$ cat src/rtl/dmaintc_pkg.sv
// Package: address map and bit positions shared by the register block.
// Assumes byte addresses and 32-bit register words.
package dmaintc_pkg;
    localparam int unsigned OFS_EN_SET   = 32'h0000_0000;
    localparam int unsigned OFS_EN_CLR   = 32'h0000_0004;
    localparam int unsigned OFS_SUMMARY  = 32'h0000_0034;
    localparam int unsigned SLOT_BASE    = 32'h0000_8000;
    localparam int unsigned SLOT_SHIFT   = 10;           // 0x400 stride
    localparam int unsigned SLOT_OFS_ST  = 32'h0000_0014;
    localparam int unsigned SLOT_OFS_MK  = 32'h0000_0024;
    localparam int unsigned BIT_DONE     = 0;
    localparam int unsigned BIT_ERR      = 6;
    localparam int unsigned WORD_W       = 32;
endpackage

$ cat src/rtl/dmaintc_decode.sv
// Module: address decoder. Turns a byte address into one-hot register hits.
// Assumes N_CH <= 2**(ADDR_W-SLOT_SHIFT) and ADDR_W > SLOT_SHIFT.
module dmaintc_decode
    import dmaintc_pkg::*;
#(
    parameter int N_CH   = 4,
    parameter int ADDR_W = 17
) (
    input  logic [ADDR_W-1:0] addr,
    output logic              hit_set,
    output logic              hit_clr,
    output logic              hit_sum,
    output logic [N_CH-1:0]   hit_st,
    output logic [N_CH-1:0]   hit_mk
);
    localparam int IDX_W = ADDR_W - SLOT_SHIFT;

    logic [ADDR_W-1:0] rel;
    logic              in_slots;

    // Global registers and slot-window offset.
    always_comb begin
        hit_set  = (addr == ADDR_W'(OFS_EN_SET));
        hit_clr  = (addr == ADDR_W'(OFS_EN_CLR));
        hit_sum  = (addr == ADDR_W'(OFS_SUMMARY));
        in_slots = (addr >= ADDR_W'(SLOT_BASE));
        rel      = addr - ADDR_W'(SLOT_BASE);
    end

    // One hit pair per slot.
    for (genvar k = 0; k < N_CH; k++) begin : g_slot_hit
        always_comb begin
            hit_st[k] = in_slots && (rel[ADDR_W-1:SLOT_SHIFT] == IDX_W'(k))
                        && (rel[SLOT_SHIFT-1:0] == SLOT_SHIFT'(SLOT_OFS_ST));
            hit_mk[k] = in_slots && (rel[ADDR_W-1:SLOT_SHIFT] == IDX_W'(k))
                        && (rel[SLOT_SHIFT-1:0] == SLOT_SHIFT'(SLOT_OFS_MK));
        end
    end
endmodule

$ cat src/rtl/dmaintc_slot.sv
// Module: interrupt state for one channel slot. It holds sticky status bits
// (done, error), cleared by writing 1, and the matching mask bits.
// Assumes event pulses come from the same clock domain. A new event
// outranks a clear that arrives in the same cycle.
module dmaintc_slot (
    input  logic clk,
    input  logic rst_n,
    input  logic enabled,
    input  logic done_in,
    input  logic err_in,
    input  logic st_we,
    input  logic mk_we,
    input  logic wd_done,
    input  logic wd_err,
    output logic st_done,
    output logic st_err,
    output logic mk_done,
    output logic mk_err,
    output logic pend
);
    // Status bits: a set from an event wins over a write-1 clear.
    always_ff @(posedge clk) begin
        if (!rst_n) begin
            st_done <= 1'b0;
            st_err  <= 1'b0;
        end else begin
            st_done <= (done_in && enabled) || (st_done && !(st_we && wd_done));
            st_err  <= err_in || (st_err && !(st_we && wd_err));
        end
    end

    // Mask bits: plain write.
    always_ff @(posedge clk) begin
        if (!rst_n) begin
            mk_done <= 1'b0;
            mk_err  <= 1'b0;
        end else if (mk_we) begin
            mk_done <= wd_done;
            mk_err  <= wd_err;
        end
    end

    // Pending cause for the summary register.
    always_comb pend = (st_done && mk_done) || (st_err && mk_err);
endmodule

$ cat src/rtl/dmaintc_top.sv
// Module: enable and interrupt register block for a transmit DMA engine.
// It keeps the enable bitmap (separate set and clear addresses), the slot
// status and mask words, the summary word and the combined interrupt.
// Assumes N_CH <= 32 and a single-cycle write strobe. Reads are combinational.
module dmaintc_top
    import dmaintc_pkg::*;
#(
    parameter int N_CH   = 4,
    parameter int ADDR_W = 17
) (
    input  logic                clk,
    input  logic                rst_n,
    input  logic                bus_wr,
    input  logic [ADDR_W-1:0]   bus_addr,
    input  logic [WORD_W-1:0]   bus_wdata,
    output logic [WORD_W-1:0]   bus_rdata,
    input  logic [N_CH-1:0]     done_evt,
    input  logic [N_CH-1:0]     err_evt,
    output logic [N_CH-1:0]     chan_en,
    output logic                irq
);
    logic            hit_set, hit_clr, hit_sum;
    logic [N_CH-1:0] hit_st, hit_mk;
    logic [N_CH-1:0] st_done_v, st_err_v, mk_done_v, mk_err_v, pend_v;
    logic [N_CH-1:0] en_q;
    logic            unused_wdata;

    dmaintc_decode #(.N_CH(N_CH), .ADDR_W(ADDR_W)) u_dec (
        .addr    (bus_addr),
        .hit_set (hit_set),
        .hit_clr (hit_clr),
        .hit_sum (hit_sum),
        .hit_st  (hit_st),
        .hit_mk  (hit_mk)
    );

    // Enable bitmap: set and clear through their own addresses.
    always_ff @(posedge clk) begin
        if (!rst_n)                 en_q <= '0;
        else if (bus_wr && hit_set) en_q <= en_q | bus_wdata[N_CH-1:0];
        else if (bus_wr && hit_clr) en_q <= en_q & ~bus_wdata[N_CH-1:0];
    end

    // One interrupt slot per channel.
    for (genvar k = 0; k < N_CH; k++) begin : g_slot
        dmaintc_slot u_slot (
            .clk     (clk),
            .rst_n   (rst_n),
            .enabled (en_q[k]),
            .done_in (done_evt[k]),
            .err_in  (err_evt[k]),
            .st_we   (bus_wr && hit_st[k]),
            .mk_we   (bus_wr && hit_mk[k]),
            .wd_done (bus_wdata[BIT_DONE]),
            .wd_err  (bus_wdata[BIT_ERR]),
            .st_done (st_done_v[k]),
            .st_err  (st_err_v[k]),
            .mk_done (mk_done_v[k]),
            .mk_err  (mk_err_v[k]),
            .pend    (pend_v[k])
        );
    end

    // Outputs to the data path and the interrupt line.
    always_comb begin
        chan_en      = en_q;
        irq          = |pend_v;
        unused_wdata = ^bus_wdata;
    end

    // Read multiplexer: zero for any address without a register.
    always_comb begin
        bus_rdata = '0;
        if (hit_set || hit_clr) bus_rdata[N_CH-1:0] = en_q;
        if (hit_sum)            bus_rdata[N_CH-1:0] = pend_v;
        for (int k = 0; k < N_CH; k++) begin
            if (hit_st[k]) begin
                bus_rdata[BIT_DONE] = st_done_v[k];
                bus_rdata[BIT_ERR]  = st_err_v[k];
            end
            if (hit_mk[k]) begin
                bus_rdata[BIT_DONE] = mk_done_v[k];
                bus_rdata[BIT_ERR]  = mk_err_v[k];
            end
        end
    end
endmodule

$ cat config.mk
export PLATFORM = sky130hd
export DESIGN_NAME = dmaintc_top
export DESIGN_NICKNAME = d
export VERILOG_FILES = /design/src/rtl/dmaintc_pkg.sv /design/src/rtl/dmaintc_decode.sv /design/src/rtl/dmaintc_slot.sv /design/src/rtl/dmaintc_top.sv
export SDC_FILE = /design/constraint.sdc
export NUM_CORES = 1
export LEC_CHECK = 0
export BUFFER_PORTS_ARGS = -buffer_cell sky130_fd_sc_hd__clkbuf_2
export CORE_MARGIN = 4
export CORE_UTILIZATION = 30
export CTS_CLUSTER_DIAMETER = 80
export DETAILED_ROUTE_END_ITERATION = 7
export PLACE_DENSITY = 0.62
export SYNTH_ARGS = -nofsm -noshare
export SYNTH_HDL_FRONTEND = slang
export SYNTH_SLANG_ARGS = --single-unit
export TNS_END_PERCENT = 5
$ cat constraint.sdc
create_clock -name clk -period 3.7 [get_ports clk]
set_input_delay 0.185 -clock clk [delete_from_list [all_inputs] [get_ports clk]]
set_output_delay 0.185 -clock clk [all_outputs]
set_load 0.1 [all_outputs]
==> impl_metrics.json <==
{
  "start_util_pct": 31.7,
  "holdWs_ns": 0.136,
  "dp_hpwl_mm": 3.24,
  "critPathRequiredTime_ns": 3.51,
  "skew_ns": 0.00249,
  "p_comb_share_pct": 31.2,
  "fin_crit_sh_pct": 72.8,
  "synth_top_area_cell": "dfxtp_1",
  "finalSetupTns_ns": 0,
  "cts_resized": 0,
  "leakage_uw": 0.000683,
  "nets": 286,
  "post_cts_buffers": 0,
  "placed_area_sq_mm": 0.00166,
  "slew_headroom_pct": 63.9,
  "grt_max_degree": 21,
  "drv_cap": 0,
  "worst-path-max-fanout": 7,
  "worst_pin_slew_ns": 0.544,
  "cp_top_family": "simple AND/OR/NAND/NOR gates",
  "drt-wirelength-per-cell_microns": 13.5,
  "place_congestion": 0.865,
  "viasPerCell": 5.03,
  "synth_area_per_cell_sq_um": 8.00,
  "fp.dieW_microns": 79.6,
  "grt-ovfl-total": 0,
  "syn_area_sq_mm": 0.00154,
  "rows": 25,
  "swShare_pct": 39.7,
  "worstSetupEndpointType": "output port",
  "vias": 1464,
  "cts_tree": "done",
  "final_util_pct": 35.4,
  "routed_wl_mm": 3.93,
  "clock_path_buffers": 2,
  "hold_buffers": 0,
  "timing.final.hold_violations": 0,
  "cp_common_cell": "clkbuf_2",
  "clk_latency_ns": 0.26,
  "grt_pass1_wl_mm": 6.11,
  "die_area_sq_mm": 0.00633,
  "powerDensity_mw_per_mm2": 326,
  "min_period_ns": 2.69,
  "antenna_found_initial": 0,
  "crit_type": "in -> out",
  "clkTransAtPathRegs_ns": 0.07,
  "drive_gt1_share_pct": 26.3,
  "crit_buf_inv": 3,
  "hp-class": "in -> reg",
  "yosys-top-cells-area": "dfxtp_1, buf_4, mux2i_1",
  "setup_violations": 0,
  "layout-area-overhead-vs-synth_pct": 11.6,
  "cts-root-buf": "clkbuf_8",
  "io_buffer_count": 42,
  "cpPeakStageDelay_ns": 0.64,
  "core_sq_mm": 0.00485,
  "p_seq_share_pct": 39.6,
  "clock_power_share_pct": 29.2,
  "drv_slew": 0,
  "cts_max_level": 1,
  "arrival_ns": 2.51,
  "num_antenna_cells": 0,
  "ios": 97,
  "critPathSlowestCell": "or4b_1",
  "drtIter0Drc": 108,
  "die_h_microns": 79.6,
  "grtUsageTotal_pct": 12.0,
  "total_power_uw": 559,
  "drtPass1Iterations": 4,
  "final_antenna_net_count": 0,
  "ys_seq_elements": 20,
  "start_kind": "primary input",
  "crit_chain": "clkbuf_2, inv_1, ha_1, nand3_1, or4b_1, nor3_1, a21oi_1, o21ai_0, o221a_2, clkbuf_2",
  "power_switching_uw": 222,
  "ir_drop_uv": 127,
  "grt_pass1_vias": 1297,
  "seq_area_frac_synth_pct": 26.1,
  "max_freq_mhz": 371,
  "cts_buffers": 3,
  "synth-warning-count": 0,
  "synth_top_area_share_pct": 26.1,
  "status": "finished clean",
  "drc_errors": 0,
  "finish.instance_area_sq_mm": 0.00171,
  "rsz0062_at_grt": "false",
  "syn_inst": 192,
  "cts_sinks": 20,
  "p_int_uw": 337,
  "synth_cell_types": 42
}
stage by stage:
stage               std cells  worst slack, ns
finish                    291             1.01
global route              291            0.838
CTS                       291             1.01
detailed placement        287             1.01
global placement          287             1.04
floorplan                 218            0.124
synthesized netlist by cell type (all sizes together):
cell,instances
ha,1
a31o,4
nand2,11
nand3,10
or3,1
o31a,1
o21a,6
o22ai,1
inv,3
nand2b,2
conb,1
or2,1
dfxtp,20
nor2b,11
o221a,1
o21ai,10
nand4,9
clkbuf,8
and3,5
or4,1
mux2i,7
nor3,6
nor2,8
a32oi,1
a21oi,7
buf,32
o22a,1
a21boi,4
or4b,1
o31ai,3
a22oi,9
nand4b,1
o41ai,1
and4,1
nor4,3
final timing paths:
| kind | from | endpoint | slack, ns | cells past startpoint |
|---|---|---|---|---|
| setup / recovery | bus_addr[15] | bus_rdata[0] | 1.01 | 10 |
| hold / removal | err_evt[1] | g_slot[1].u_slot.st_err$_SDFF_PN0_ | 0.14 | 2 |
| setup reg to reg | register | register | 2.86 | 2 |
| hold reg to reg | g_slot[3].u_slot.mk_done$_SDFFE_PN0P_ | g_slot[3].u_slot.mk_done$_SDFFE_PN0P_ | 0.50 | 2 |
final cells by class:
type,instances,area [sq um]
clock buffer,4,55.1
fill,523,3130
inverter,3,11.3
multi-input combinational,155,953
sequential,20,400
tap,67,83.8
timing repair buffer,42,210
worst register-to-register path, stage by stage (launching register included):
cell and delay [ns]:
dfxtp_1 0.36, a31o_2 0.22, and3_1 0.15
cell families after synthesis:
group | after synthesis | share of synthesized area, %
simple gates | 71 | 28.1
compound gates | 49 | 22.0
buf+inv | 43 | 18.2
flops | 20 | 26.1
mux | 7 | 4.56
fa+ha+maj | 1 | 0.814
other cells | 1 | 0.244
layout by cell type, fill, tap and decap left out, types with 3 or more instances in the layout:
| cell type | n |
|---|---|
| nor2_1 | 8 |
| conb_1 | 27 |
| a21oi_1 | 7 |
| nand3_1 | 9 |
| nor2b_1 | 11 |
| a22oi_1 | 9 |
| o21a_1 | 6 |
| and3_1 | 5 |
| clkbuf_2 | 42 |
| nor3_1 | 3 |
| clkbuf_8 | 4 |
| nor3_2 | 3 |
| mux2i_1 | 7 |
| a21boi_0 | 4 |
| o21ai_0 | 9 |
| dfxtp_1 | 20 |
| a31o_2 | 4 |
| nand2_1 | 11 |
| nand4_1 | 9 |
| inv_1 | 3 |
| o31ai_1 | 3 |
metal layers:
layer / vias to the layer above / wire (microns) / global-route usage, %
met5: - / 0 / 0
met4: 0 / 42 / 3.44
met3: 4 / 370 / 2.48
met2: 75 / 1770 / 18.6
met1: 675 / 1750 / 16.7
li1: 710 / - / -
power groups by stage:
stage / Clock, uW / Combinational [uW] / Sequential, uW
after floorplan: 0 / 169 / 225
after global placement: 0 / 173 / 226
after detailed placement: 0 / 174 / 226
after CTS: 169 / 174 / 221
after global routing: 177 / 183 / 222
final: 163 / 174 / 221
(Power assumes the default switching activity.)
